<file path="src/rtl/chmux_cfg_pkg.sv">
package chmux_cfg_pkg;

    localparam int NUM_CH   = 8;
    localparam int NUM_PAIR = NUM_CH / 2;
    localparam int ADDR_W   = $clog2(NUM_CH);
    localparam int PAIR_W   = $clog2(NUM_PAIR);
    localparam int BUS_W    = 8;

    // bus field positions (decoded by the host side as well)
    localparam int F_PD   = 3;
    localparam int F_INH  = 4;
    localparam int F_BIP  = 5;
    localparam int F_DIFF = 6;
    localparam int F_ONE  = 7;

    typedef enum logic [1:0] {
        HW_SE_UNI   = 2'b00,
        HW_DIFF_UNI = 2'b01,
        HW_SE_BIP   = 2'b10,
        HW_DIFF_BIP = 2'b11
    } hw_arr_t;

    typedef struct packed {
        logic              valid;
        logic [ADDR_W-1:0] addr;
        logic              pd;
        logic              inh;
        logic              bip;
        logic              diff;
        logic              one;
    } wr_evt_t;

    function automatic wr_evt_t decode_bus(input logic [BUS_W-1:0] bus);
        wr_evt_t e;
        e.valid = 1'b0;
        e.addr  = bus[ADDR_W-1:0];
        e.pd    = bus[F_PD];
        e.inh   = bus[F_INH];
        e.bip   = bus[F_BIP];
        e.diff  = bus[F_DIFF];
        e.one   = bus[F_ONE];
        return e;
    endfunction

    function automatic logic [NUM_CH-1:0] ch_onehot(input logic [ADDR_W-1:0] a);
        logic [NUM_CH-1:0] m;
        m = '0;
        m[a] = 1'b1;
        return m;
    endfunction

    function automatic logic hw_is_diff(input hw_arr_t s);
        return (s == HW_DIFF_UNI) || (s == HW_DIFF_BIP);
    endfunction

    function automatic logic hw_is_bip(input hw_arr_t s);
        return (s == HW_SE_BIP) || (s == HW_DIFF_BIP);
    endfunction

endpackage

</file>
<file path="src/rtl/chmux_wr_capture.sv">
module chmux_wr_capture
    import chmux_cfg_pkg::*;
(
    input  logic             clk,
    input  logic             rst,
    input  logic             cs_n,
    input  logic             wr_strobe,
    input  logic [BUS_W-1:0] wr_bus,
    output wr_evt_t          evt
);

    logic strobe_q;

    always_ff @(posedge clk) begin
        if (rst) strobe_q <= 1'b0;
        else     strobe_q <= wr_strobe;
    end

    always_comb begin
        evt       = decode_bus(wr_bus);
        evt.valid = wr_strobe & ~strobe_q & ~cs_n;
    end

    // an accepted write needs a low strobe in the previous cycle
    p_single_edge_r1: assert property (@(posedge clk) disable iff (rst)
        evt.valid |-> !$past(wr_strobe));

endmodule

</file>
<file path="src/rtl/chmux_cfg_store.sv">
module chmux_cfg_store
    import chmux_cfg_pkg::*;
(
    input  logic              clk,
    input  logic              rst,
    input  wr_evt_t           evt,
    input  logic              hw_en,
    output logic              conv_start,
    output logic [NUM_CH-1:0] conv_mask,
    output logic [NUM_CH-1:0] sel,
    output logic [NUM_PAIR-1:0] act_diff,
    output logic [NUM_PAIR-1:0] swap,
    output logic [NUM_CH-1:0] act_bip,
    output logic              pd,
    output logic              rd_load,
    output logic [ADDR_W-1:0] rd_addr
);

    logic               io_wr;
    logic               go;
    logic               io_go;
    logic [PAIR_W-1:0]  pair_idx;
    logic [NUM_CH-1:0]  pend_bip;
    logic [NUM_PAIR-1:0] pend_diff;

    assign io_wr    = evt.valid & ~hw_en;
    assign go       = evt.valid & (hw_en | (~evt.inh & ~evt.pd));
    assign io_go    = go & ~hw_en;
    assign pair_idx = evt.addr[ADDR_W-1:1];

    // per-channel selection and staged coding
    for (genvar c = 0; c < NUM_CH; c++) begin : g_ch
        always_ff @(posedge clk) begin
            if (rst) begin
                sel[c]      <= 1'b0;
                pend_bip[c] <= 1'b0;
                act_bip[c]  <= 1'b0;
            end else begin
                if (io_go)
                    act_bip[c] <= pend_bip[c];
                if (io_wr && evt.addr == ADDR_W'(c)) begin
                    sel[c]      <= 1'b1;
                    pend_bip[c] <= evt.bip;
                end
            end
        end
    end

    // per-pair staged pairing and immediate polarity
    for (genvar p = 0; p < NUM_PAIR; p++) begin : g_pair
        always_ff @(posedge clk) begin
            if (rst) begin
                pend_diff[p] <= 1'b0;
                act_diff[p]  <= 1'b0;
                swap[p]      <= 1'b0;
            end else begin
                if (io_go)
                    act_diff[p] <= pend_diff[p];
                if (io_wr && pair_idx == PAIR_W'(p)) begin
                    pend_diff[p] <= evt.diff;
                    if (evt.diff)
                        swap[p] <= evt.addr[0];
                end
            end
        end
    end

    always_ff @(posedge clk) begin
        if (rst) begin
            pd         <= 1'b0;
            conv_start <= 1'b0;
            conv_mask  <= '0;
            rd_load    <= 1'b0;
            rd_addr    <= '0;
        end else begin
            conv_start <= go;
            rd_load    <= io_wr & evt.inh;
            if (io_wr) begin
                pd <= evt.pd;
                if (evt.inh)
                    rd_addr <= evt.addr;
            end
            if (go) begin
                if (hw_en)
                    conv_mask <= '1;
                else if (evt.one)
                    conv_mask <= ch_onehot(evt.addr);
                else
                    conv_mask <= sel | ch_onehot(evt.addr);
            end
        end
    end

    p_start_has_write_r3: assert property (@(posedge clk) disable iff (rst)
        conv_start |-> $past(evt.valid));

    p_start_not_blocked_r3: assert property (@(posedge clk) disable iff (rst)
        (conv_start && !$past(hw_en)) |-> (!$past(evt.pd) && !$past(evt.inh)));

    p_sel_keeps_r4: assert property (@(posedge clk) disable iff (rst)
        (sel & $past(sel)) == $past(sel));

    p_active_only_at_start_r6: assert property (@(posedge clk) disable iff (rst)
        !conv_start |-> ($stable(act_diff) && $stable(act_bip)));

    p_hw_leaves_store_r10: assert property (@(posedge clk) disable iff (rst)
        $past(hw_en) |-> ($stable(sel) && $stable(pd) && $stable(swap)));

endmodule

</file>
<file path="src/rtl/chmux_hw_override.sv">
module chmux_hw_override
    import chmux_cfg_pkg::*;
(
    input  logic                hw_en,
    input  hw_arr_t             hw_arr,
    input  logic [NUM_PAIR-1:0] reg_diff,
    input  logic [NUM_PAIR-1:0] reg_swap,
    input  logic [NUM_CH-1:0]   reg_bip,
    input  logic                reg_pd,
    output logic [NUM_PAIR-1:0] eff_diff,
    output logic [NUM_PAIR-1:0] eff_swap,
    output logic [NUM_CH-1:0]   eff_bip,
    output logic                eff_pd
);

    for (genvar p = 0; p < NUM_PAIR; p++) begin : g_pair
        assign eff_diff[p] = hw_en ? hw_is_diff(hw_arr) : reg_diff[p];
        assign eff_swap[p] = hw_en ? 1'b0 : reg_swap[p];
    end

    for (genvar c = 0; c < NUM_CH; c++) begin : g_ch
        assign eff_bip[c] = hw_en ? hw_is_bip(hw_arr) : reg_bip[c];
    end

    assign eff_pd = reg_pd & ~hw_en;

endmodule

</file>
<file path="src/rtl/chmux_cfg_reg.sv">
module chmux_cfg_reg
    import chmux_cfg_pkg::*;
(
    input  logic                clk,
    input  logic                rst,
    input  logic                cs_n,
    input  logic                wr_strobe,
    input  logic [BUS_W-1:0]    wr_bus,
    input  logic                hw_en,
    input  logic [1:0]          hw_sel,
    output logic                conv_start,
    output logic [NUM_CH-1:0]   conv_mask,
    output logic [NUM_CH-1:0]   chan_sel,
    output logic [NUM_PAIR-1:0] pair_diff,
    output logic [NUM_PAIR-1:0] pair_swap,
    output logic [NUM_CH-1:0]   chan_bip,
    output logic                power_down,
    output logic                rd_load,
    output logic [ADDR_W-1:0]   rd_addr
);

    wr_evt_t             evt;
    logic [NUM_PAIR-1:0] reg_diff;
    logic [NUM_PAIR-1:0] reg_swap;
    logic [NUM_CH-1:0]   reg_bip;
    logic                reg_pd;
    hw_arr_t             hw_arr;

    assign hw_arr = hw_arr_t'(hw_sel);

    chmux_wr_capture u_cap (
        .clk       (clk),
        .rst       (rst),
        .cs_n      (cs_n),
        .wr_strobe (wr_strobe),
        .wr_bus    (wr_bus),
        .evt       (evt)
    );

    chmux_cfg_store u_store (
        .clk        (clk),
        .rst        (rst),
        .evt        (evt),
        .hw_en      (hw_en),
        .conv_start (conv_start),
        .conv_mask  (conv_mask),
        .sel        (chan_sel),
        .act_diff   (reg_diff),
        .swap       (reg_swap),
        .act_bip    (reg_bip),
        .pd         (reg_pd),
        .rd_load    (rd_load),
        .rd_addr    (rd_addr)
    );

    chmux_hw_override u_hw (
        .hw_en    (hw_en),
        .hw_arr   (hw_arr),
        .reg_diff (reg_diff),
        .reg_swap (reg_swap),
        .reg_bip  (reg_bip),
        .reg_pd   (reg_pd),
        .eff_diff (pair_diff),
        .eff_swap (pair_swap),
        .eff_bip  (chan_bip),
        .eff_pd   (power_down)
    );

    p_single_mask_r5: assert property (@(posedge clk) disable iff (rst)
        (conv_start && !$past(hw_en) && $past(wr_bus[F_ONE]))
            |-> (conv_mask == ch_onehot($past(wr_bus[ADDR_W-1:0]))));

    p_hw_full_mask_r10: assert property (@(posedge clk) disable iff (rst)
        (conv_start && $past(hw_en)) |-> (conv_mask == '1));

    p_load_pulse_r9: assert property (@(posedge clk) disable iff (rst)
        rd_load |=> !rd_load);

endmodule

</file>
<file path="config.mk">
export PLATFORM = sky130hd
export DESIGN_NAME = chmux_cfg_reg
export DESIGN_NICKNAME = d
export VERILOG_FILES = /design/src/rtl/chmux_cfg_pkg.sv /design/src/rtl/chmux_wr_capture.sv /design/src/rtl/chmux_cfg_store.sv /design/src/rtl/chmux_hw_override.sv /design/src/rtl/chmux_cfg_reg.sv
export SDC_FILE = /design/constraint.sdc
export NUM_CORES = 1
export LEC_CHECK = 0
export ABC_AREA = 0
export CAP_MARGIN = 20
export CELL_PAD_IN_SITES_DETAIL_PLACEMENT = 1
export CELL_PAD_IN_SITES_GLOBAL_PLACEMENT = 1
export CORE_ASPECT_RATIO = 2
export CORE_MARGIN = 2
export CORE_UTILIZATION = 40
export CTS_CLUSTER_DIAMETER = 150
export DETAILED_ROUTE_END_ITERATION = 12
export DONT_BUFFER_PORTS = 1
export MAX_ROUTING_LAYER = met4
export PLACE_DENSITY = 0.69
export SYNTH_ARGS = -nofsm -noshare
export SYNTH_HDL_FRONTEND = slang
export SYNTH_SLANG_ARGS = --single-unit
export TNS_END_PERCENT = 50
</file>
<file path="constraint.sdc">
create_clock -name clk -period 2.34 [get_ports clk]
set_input_delay 0.117 -clock clk [delete_from_list [all_inputs] [get_ports clk]]
set_output_delay 0.117 -clock clk [all_outputs]
set_load 0.01 [all_outputs]
</file>
==> results.sh, run 1 <==
export IMPL_insertion_delay_ns=0.30
export IMPL_cp_data_arrival_time_ns=1.76
export IMPL_syn_area_per_cell_um2=8.51
export IMPL_crit_type="reg -> reg"
export IMPL_place_gp_congestion=0.717
export IMPL_tightest_slew_ns=0.633
export IMPL_cts_clk_slew_worst_paths_ns=0.09
export IMPL_p_per_area_nw_per_um2=645
export IMPL_synthCells=254
export IMPL_final_nets=269
export IMPL_startpoint_type="register"
export IMPL_fp_dieW_um=56.0
export IMPL_grt_pass1_vias=1753
export IMPL_n_fill_cell=635
export IMPL_routed_wl_mm=5.38
export IMPL_synth_top_cell_area_share_pct=47.2
export IMPL_dp_cells=297
export IMPL_antenna_found_initial=0
export IMPL_fin_cells=312
export IMPL_drive_above_1_share_pct=5.51
export IMPL_critPathMaxStageDelay_ns=0.64
export IMPL_grt_util_all_layers_pct=19.1
export IMPL_synth_fp_nets=269
export IMPL_synth_most_common_cell="dfxtp_1"
export IMPL_drtAntennaViolNets=0
export IMPL_io_buffers=0
export IMPL_slowest_stage="or4b_4"
export IMPL_post_cts_setup_buffers=0
export IMPL_dp_hpwl_mm=3.63
export IMPL_vias=1712
export IMPL_synth_edf_count=0
export IMPL_min_path_type="in -> reg"
export IMPL_endpoint_kind="register"
export IMPL_ys_seq_area_share_pct=47.2
export IMPL_num_antenna_cells=0
export IMPL_firstDrtPassIters=4
export IMPL_final_core_util_pct=45.7
export IMPL_die_h_um=108
export IMPL_rsz0062_at_grt="no"
export IMPL_clock_sinks=51
export IMPL_synth_main_ff_cell="dfxtp_1"
export IMPL_required_ns=2.51
export IMPL_grt_pass1_wl_mm=8.85
export IMPL_synth_seq_cells=51
export IMPL_ys_top_cells_by_count="51 x dfxtp_1, 33 x a21oi_1, 20 x nand2b_1, 19 x nand2_1, 18 x mux2i_1"
export IMPL_core_um2=5180
export IMPL_overflow=0
export IMPL_path_max_fanout=14
export IMPL_clock_path_buffers=2
export IMPL_path_cells="or4b_4, nor2_2, a311oi_1"
export IMPL_clock_skew_ns=0.00425
export IMPL_syn_cell_area_um2=2160
export IMPL_routedWlPerCell_um=17.3
export IMPL_leakage_nw=0.883
export IMPL_max_slew_margin_rel_pct=57.7
export IMPL_drt_initial_drc_count=36
export IMPL_maxSlewViolCount=0
export IMPL_yosysUniqueCellTypes=29
export IMPL_setup_viol=0
export IMPL_status="finished, final reports clean"
export IMPL_fmax_mhz=629
export IMPL_yosys_warnings=0
export IMPL_ys_top_cells_by_area="dfxtp_1 47%, mux2i_1 8.3%, a21oi_1 7.6%, nand2b_1 5.8%, nand3_1 3.7%"
export IMPL_vias_per_cell=5.49
export IMPL_tritoncts="built"
export IMPL_synth_top_area_cell="dfxtp_1"
export IMPL_cap_violations=0
export IMPL_drc=0
export IMPL_num_rows=37
export IMPL_tns_ns=0
export IMPL_grt_max_degree=43
export IMPL_area_growth_pct=9.49
export IMPL_dieArea_um2=6040
export IMPL_ios=53
export IMPL_cts_inserted_buffers=5
export IMPL_period_needed_ns=1.59
export IMPL_async_flop_share_pct=0
export IMPL_cts_root_buf="clkbuf_8"
export IMPL_initial_core_util_pct=41.7
export IMPL_hold_viol=0
export IMPL_period_share_pct=67.9
export IMPL_cts_htree_levels=2
export IMPL_max_vdd_ir_drop_v=0.000400
state kept, by name (all words and copies together) (netlist names), 3 cells and up:
register	flops
u_store.act_bip	8
u_store.act_diff	4
u_store.conv_mask	8
u_store.pend_bip	8
u_store.pend_diff	4
u_store.rd_addr	3
u_store.sel	8
u_store.swap	4
power breakdown:
part / switching, mW / total (mW) / internal (mW)
logic: 0.0690 / 0.112 / 0.0432
registers: 0.0141 / 0.896 / 0.882
clock network: 0.285 / 0.518 / 0.233
total: 0.368 / 1.53 / 1.16
cells by family (layout without fill, tap and decap cells):
kind of cell           count (synthesis)  in the layout  synth area share, %
DFF                                   51             51                 47.2
muxes                                 18             18                 8.33
AOI/OAI and AO/OA                     68             68                 17.7
buffers and inverters                 34             34                 6.02
and+or+nand+nor                       83             83                 20.8
cells in the final DEF (no fill, tap or decap), types with 2 or more instances in the layout:
cell           netlist  routed
nand2b_1            20      20
inv_1               17      17
a21bo_1              2       2
clkbuf_8             0       6
nand2_1             19      19
dlygate4sd3_1        0       7
o21ai_0             12      12
o21ai_1             10      10
nor2b_1              8       8
dfxtp_1             51      51
buf_4                0       2
nand3_1             16      16
nor2_1               9       9
nor3b_1              2       2
a211oi_1             4       4
a311oi_1             4       4
a21oi_1             33      33
mux2i_1             18      18
or2_1                2       2
path summary, 6_finish.rpt:
kind | depth (start not counted) | endpoint | slack [ns] | start
max | 3 | u_store.conv_mask[3] | 0.75 | u_cap.strobe_q
max reg2reg | 3 | u_store.conv_mask[3] | 0.75 | u_cap.strobe_q
min reg2reg | 2 | u_store.act_diff[3] | 0.47 | u_store.pend_diff[3]
min | 2 | u_store.swap[2] | 0.007 | rst
per-stage QoR:
stage	setup WS [ns]	cell area (um2)	power [mW]	hold slack (ns)
after floorplan	0.956	2160	1.00	0.245
after global placement	0.793	2190	1.00	0.194
after detailed placement	0.764	2190	1.00	0.194
after CTS	0.749	2370	1.54	0.00117
after global routing	0.649	2370	1.59	0.00606
final	0.750	2370	1.53	0.00704
layer usage:
| layer | GRT usage (%) | vias to the layer above | share of wire [%] |
|---|---|---|---|
| met3 | 4.55 | 11 | 4.6 |
| met5 | - | - | 0 |
| met4 | 8.84 | 0 | 2.8 |
| met2 | 31.8 | 44 | 50 |
| li1 | - | 861 | - |
| met1 | 21.5 | 796 | 42 |
worst max-delay path: cells and delay by family (launching register included):
| family | cells | cell delay [ns] |
|---|---|---|
| DFF | 1 | 0.35 |
| and+or+nand+nor | 2 | 0.97 |
| AOI/OAI and AO/OA | 1 | 0.14 |
area by class of cell:
| cell class | count | area (um2) | share of cell area (%) |
|---|---|---|---|
| clock buffers | 6 | 82.6 | 3.49 |
| clock inverters | 1 | 5.00 | 0.211 |
| inverters | 17 | 63.8 | 2.70 |
| multi-input cells | 169 | 1020 | 43.0 |
| flip-flops and latches | 51 | 1020 | 43.1 |
| well taps | 58 | 72.6 | 3.07 |
| repair buffers | 10 | 105 | 4.44 |
what timing repair did:
action	4_1_cts	5_1_grt
endpoints found under the hold margin	42	0
endpoints found under the setup margin	0	0
hold buffers	8	0
gates resized for setup	0	0
(Power assumes the default switching activity.)
==> run 2, diff against run 1 <==
--- a/config.mk
+++ b/config.mk
@@ -16,7 +16,7 @@
 export DETAILED_ROUTE_END_ITERATION = 12
 export DONT_BUFFER_PORTS = 1
 export MAX_ROUTING_LAYER = met4
-export PLACE_DENSITY = 0.69
+export PLACE_DENSITY = 0.72
 export SYNTH_ARGS = -nofsm -noshare
 export SYNTH_HDL_FRONTEND = slang
 export SYNTH_SLANG_ARGS = --single-unit
==> constraint.sdc (replaced) <==
create_clock -name clk -period 1.3 [get_ports clk]
set_input_delay 0.065 -clock clk [delete_from_list [all_inputs] [get_ports clk]]
set_output_delay 0.065 -clock clk [all_outputs]
set_load 0.01 [all_outputs]
==> results.sh, run 2 (synthesized netlist as in run 1, its figures left out) <==
export IMPL_dp_hpwl_mm=3.82
export IMPL_period_needed_ns=1.36
export IMPL_period_share_pct=105
export IMPL_critPathBufInv=0
export IMPL_multi_input_area_um2=1050
export IMPL_area_growth_pct=18.3
export IMPL_crit_type="reg -> reg"
export IMPL_wl_met1_mm=2.36
export IMPL_post_place_ws_ns=-0.0777
export IMPL_drive_above_1_share_pct=13.1
export IMPL_cts_root_buf="clkbuf_8"
export IMPL_status="complete, but fails checks"
export IMPL_tightest_slew_ns=0.428
export IMPL_vias=1796
export IMPL_endpoint_kind="register"
export IMPL_p_sw_mw=0.717
export IMPL_ios=53
export IMPL_routedWlPerCell_um=17.3
export IMPL_max_vdd_ir_drop_v=0.000963
export IMPL_final_core_util_pct=49.3
export IMPL_rr_endpoint="u_store.pend_bip[7]"
export IMPL_grt_pass1_wl_mm=9.46
export IMPL_setup_viol=25
export IMPL_grt_max_degree=51
export IMPL_clock_sinks=51
export IMPL_p_int_mw=2.45
export IMPL_final_common_cell="dfxtp_1"
export IMPL_p_per_area_nw_per_um2=1240
export IMPL_slowest_stage="or4b_4"
export IMPL_io_buffers=0
export IMPL_required_ns=1.49
export IMPL_report_power_total_mw=3.17
export IMPL_core_um2=5180
export IMPL_n_fill_cell=626
export IMPL_min_path_type="in -> reg"
export IMPL_max_slew_margin_rel_pct=71.2
export IMPL_path_max_fanout=5
export IMPL_final_nets=281
export IMPL_critPathMaxStageDelay_ns=0.53
export IMPL_startpoint_type="register"
export IMPL_initial_core_util_pct=41.7
export IMPL_reg2reg_slack_ns=-0.06
export IMPL_maxSlewViolCount=0
export IMPL_cts_clk_slew_worst_paths_ns=0.10
export IMPL_cp_depth=3
export IMPL_routed_wl_mm=5.63
export IMPL_violations="hold timing, setup timing"
export IMPL_highest_layer="met4"
export IMPL_dieArea_um2=6040
export IMPL_num_antenna_cells=0
export IMPL_tritoncts="built"
export IMPL_path_cells="or4b_4, or2_1, mux2i_1"
export IMPL_p_sw_share_pct=22.6
export IMPL_leakage_nw=0.973
export IMPL_die_h_um=108
export IMPL_cts_inserted_buffers=5
export IMPL_r2r_start="u_cap.strobe_q"
export IMPL_place_gp_congestion=0.765
export IMPL_drc=0
export IMPL_cts_htree_levels=2
export IMPL_insertion_delay_ns=0.31
export IMPL_drt_initial_drc_count=71
export IMPL_rsz0062_at_grt="yes"
export IMPL_power_frac_clock_pct=41.5
export IMPL_clock_skew_ns=0.00840
export IMPL_cap_violations=0
export IMPL_holdWs_ns=-0.00177
export IMPL_wl_met2_mm=2.98
export IMPL_reg2regPathDepth=3
export IMPL_crit_end="u_store.pend_bip[7]"
export IMPL_critPathTopFamily="simple AND/OR/NAND/NOR gates"
export IMPL_met3WireLength_um=223
export IMPL_comb_power_share_pct=7.6
export IMPL_grt_util_all_layers_pct=20.3
export IMPL_mostFrequentLayoutCells="50 x dfxtp_1, 33 x a21oi_1, 20 x nand2b_1, 18 x nand2_1, 18 x mux2i_1"
export IMPL_timing_final_ws_setup_ns=-0.0647
export IMPL_overflow=0
export IMPL_antenna_found_initial=0
export IMPL_clock_path_buffers=2
export IMPL_grt_pass1_vias=1894
export IMPL_firstDrtPassIters=4
export IMPL_fmax_mhz=733
export IMPL_vias_per_cell=5.53
export IMPL_fp_dieW_um=56.0
export IMPL_min_delay_start="wr_bus[2]"
export IMPL_startpoint="u_cap.strobe_q"
export IMPL_cp_data_arrival_time_ns=1.56
export IMPL_hold_viol=1
export IMPL_seq_power_share_pct=50.9
export IMPL_num_rows=37
export IMPL_regArea_um2=1020
export IMPL_drtAntennaViolNets=0
## run 2: per-layer routing
metal  GRT usage (%)  vias up
met5               -        -
met4            5.95        0
met3            3.47        6
met2            35.5       39
met1            23.6      863
li1                -      888
## run 2: final cells by class
type                            count  share of cell area (%)
Inverter                           17                    2.50
Tap cell                           58                    2.84
Timing Repair Buffer               22                    8.12
Clock inverter                      3                    2.64
Sequential cell                    51                    40.0
Clock buffer                        5                    2.69
Multi-Input combinational cell    169                    41.2
## run 2: how the worst min path moves through the flow
stage | endpoint | depth (start not counted)
global route | u_store.pend_diff[3] | 2
finish | u_store.pend_bip[0] | 3
detailed placement | u_store.sel[4] | 1
floorplan | u_cap.strobe_q | 1
CTS | u_store.pend_bip[0] | 3
global placement | u_cap.strobe_q | 1
## run 2: per-stage QoR
step / TNS [ns] / cells / area [um2] / hold slack, ns
after global placement: -0.545 / 307 / 2270 / 0.139
after floorplan: -0.0742 / 254 / 2180 / 0.193
after global routing: -2.37 / 325 / 2560 / 0.00391
after detailed placement: -0.897 / 307 / 2270 / 0.143
after CTS: -0.871 / 323 / 2520 / 0.00241
final: -0.739 / 325 / 2560 / -0.00177
## run 2: power groups by stage
stage	registers [mW]	clock network, mW	logic (mW)
6_report	1.61	1.32	0.241
5_1_grt	1.62	1.41	0.267
2_1_floorplan	1.65	0	0.164
4_1_cts	1.61	1.34	0.238
3_5_place_dp	1.65	0	0.178
3_3_place_gp	1.65	0	0.174
## run 2: worst min-delay path, stage by stage
cell     delay, ns
nor3_1        0.05
nand2_1       0.08
mux2i_1       0.07
## run 2: repair_timing
action / in CTS / in global routing
pin swaps: 1 / 3
resized for setup: 6 / 5
endpoints found under the setup margin: 31 / 46
endpoints found under the hold margin: 50 / 0
setup buffers: 0 / 1
cloned: 0 / 1
hold buffers: 8 / 0
==> run 3, diff against run 2 <==
--- a/config.mk
+++ b/config.mk
@@ -10,13 +10,13 @@
 export CELL_PAD_IN_SITES_DETAIL_PLACEMENT = 1
 export CELL_PAD_IN_SITES_GLOBAL_PLACEMENT = 1
 export CORE_ASPECT_RATIO = 2
-export CORE_MARGIN = 2
+export CORE_MARGIN = 5
 export CORE_UTILIZATION = 40
 export CTS_CLUSTER_DIAMETER = 150
 export DETAILED_ROUTE_END_ITERATION = 12
 export DONT_BUFFER_PORTS = 1
 export MAX_ROUTING_LAYER = met4
-export PLACE_DENSITY = 0.72
+export PLACE_DENSITY = 0.69
 export SYNTH_ARGS = -nofsm -noshare
 export SYNTH_HDL_FRONTEND = slang
 export SYNTH_SLANG_ARGS = --single-unit
==> constraint.sdc (replaced) <==
create_clock -name clk -period 1.45 [get_ports clk]
set_input_delay 0.0725 -clock clk [delete_from_list [all_inputs] [get_ports clk]]
set_output_delay 0.0725 -clock clk [all_outputs]
set_load 0.01 [all_outputs]
==> results.sh, run 3 (synthesized netlist as in run 1, its figures left out) <==
export IMPL_ios=53
export IMPL_cp_data_arrival_time_ns=1.64
export IMPL_antenna_found_initial=0
export IMPL_status="complete, but fails checks"
export IMPL_setup_viol=1
export IMPL_cts_root_buf="clkbuf_8"
export IMPL_hold_path_depth=2
export IMPL_place_area_um2=2240
export IMPL_leakage_nw=0.950
export IMPL_reg2regPathDepth=3
export IMPL_fp_dieW_um=62.0
export IMPL_path_max_fanout=6
export IMPL_grt_util_all_layers_pct=19.1
export IMPL_min_delay_start="rst"
export IMPL_num_antenna_cells=0
export IMPL_rsz0062_at_grt="yes"
export IMPL_cap_violations=0
export IMPL_maxSlewViolCount=0
export IMPL_final_area_um2=2490
export IMPL_drive_above_1_share_pct=10.9
export IMPL_fmax_mhz=689
export IMPL_final_nets=280
export IMPL_grt_pass1_vias=1912
export IMPL_final_core_util_pct=46.8
export IMPL_mostFrequentLayoutCells="50 x dfxtp_1, 33 x a21oi_1, 20 x nand2b_1, 18 x nand2_1, 18 x mux2i_1"
export IMPL_die_h_um=114
export IMPL_violations="setup timing"
export IMPL_crit_type="reg -> reg"
export IMPL_final_common_cell="dfxtp_1"
export IMPL_clock_sinks=51
export IMPL_startpoint_type="register"
export IMPL_io_buffers=0
export IMPL_firstDrtPassIters=4
export IMPL_period_share_pct=100
export IMPL_max_slew_margin_rel_pct=67.7
export IMPL_min_path_type="in -> reg"
export IMPL_area_growth_pct=15.2
export IMPL_initial_core_util_pct=40.6
export IMPL_routed_wl_mm=6.16
export IMPL_clock_skew_ns=0.00558
export IMPL_cts_inserted_buffers=5
export IMPL_endpoint_kind="register"
export IMPL_vias=1820
export IMPL_core_um2=5330
export IMPL_report_power_total_mw=2.57
export IMPL_holdWs_ns=0.00909
export IMPL_rr_endpoint="u_store.pend_bip[7]"
export IMPL_drc=0
export IMPL_vias_per_cell=5.58
export IMPL_p_per_area_nw_per_um2=1030
export IMPL_max_vdd_ir_drop_v=0.000706
export IMPL_tightest_slew_ns=0.483
export IMPL_cts_clk_slew_worst_paths_ns=0.09
export IMPL_tns_ns=-0.00204
export IMPL_reg2reg_slack_ns=-0.002
export IMPL_timing_final_ws_setup_ns=-0.00204
export IMPL_r2r_start="u_cap.strobe_q"
export IMPL_routedWlPerCell_um=18.9
export IMPL_drt_initial_drc_count=76
export IMPL_drtAntennaViolNets=0
export IMPL_clock_path_buffers=2
export IMPL_tritoncts="built"
export IMPL_place_gp_congestion=0.767
export IMPL_grt_max_degree=50
export IMPL_insertion_delay_ns=0.31
export IMPL_required_ns=1.64
export IMPL_period_needed_ns=1.45
export IMPL_dp_hpwl_mm=4.30
export IMPL_min_to="u_store.act_bip[3]"
export IMPL_dieArea_um2=7060
export IMPL_hold_viol=0
export IMPL_n_fill_cell=651
export IMPL_grt_pass1_wl_mm=9.80
export IMPL_cts_htree_levels=2
export IMPL_num_rows=38
export IMPL_overflow=0
-- run 3: cell count changes in the layout (fill, tap and decap cells not counted), sizes merged --
cell | previous run | this run
clkbuf | 5 | 7
bufinv | 2 | 0
buf | 15 | 14
-- run 3: layout make-up --
class	count	area (um2)	share of cell area, %
Multi-Input combinational cell	169	1030	41.5
Sequential cell	51	1020	41.1
Timing Repair Buffer	21	193	7.74
Clock buffer	7	96.3	3.87
Tap cell	60	75.1	3.02
Inverter	17	63.8	2.56
Clock inverter	1	7.51	0.302
-- run 3: critical path, cell delays in order (launching register included) --
cell and delay, ns:
dfxtp_2 0.35, or4b_4 0.56, or2_1 0.29, mux2i_1 0.13
-- run 3: through the flow --
step           cells  worst slack [ns]
2_1_floorplan    254            0.0656
3_3_place_gp     306            0.0428
3_5_place_dp     306           -0.0175
4_1_cts          322            0.0172
5_1_grt          326           -0.0424
6_report         326          -0.00204
-- run 3: repair_timing --
item | CTS | global route
hold buffers | 8 | 0
gates resized for setup | 1 | 7
setup endpoints to repair | 6 | 22
endpoints found under the hold margin | 50 | 0
setup buffers | 0 | 3
pin swaps | 1 | 1
cloned | 0 | 1
-- run 3: power breakdown --
part / internal, mW / leakage [nW] / switching [mW]
Clock: 0.435 / 0.0505 / 0.475
Combinational: 0.0853 / 0.487 / 0.127
Sequential: 1.42 / 0.413 / 0.0251
-- run 3: worst max-delay path by stage --
stage                         from                   to  cells past startpoint
floorplan           u_cap.strobe_q   u_store.act_bip[5]                      4
global placement    u_cap.strobe_q  u_store.pend_bip[7]                      3
detailed placement  u_cap.strobe_q   u_store.act_bip[7]                      4
CTS                 u_cap.strobe_q  u_store.pend_bip[7]                      3
global route        u_cap.strobe_q   u_store.act_bip[1]                      4
finish              u_cap.strobe_q  u_store.pend_bip[7]                      3
-- run 3: layer usage --
metal  vias to the layer above  global-route usage [%]  routed length [um]
met5                         -                       -                   0
met4                         0                    6.52                 123
met3                        12                    3.85                 283
met2                        34                    32.9                3460
met1                       889                    20.9                2290
li1                        885                       -                   -
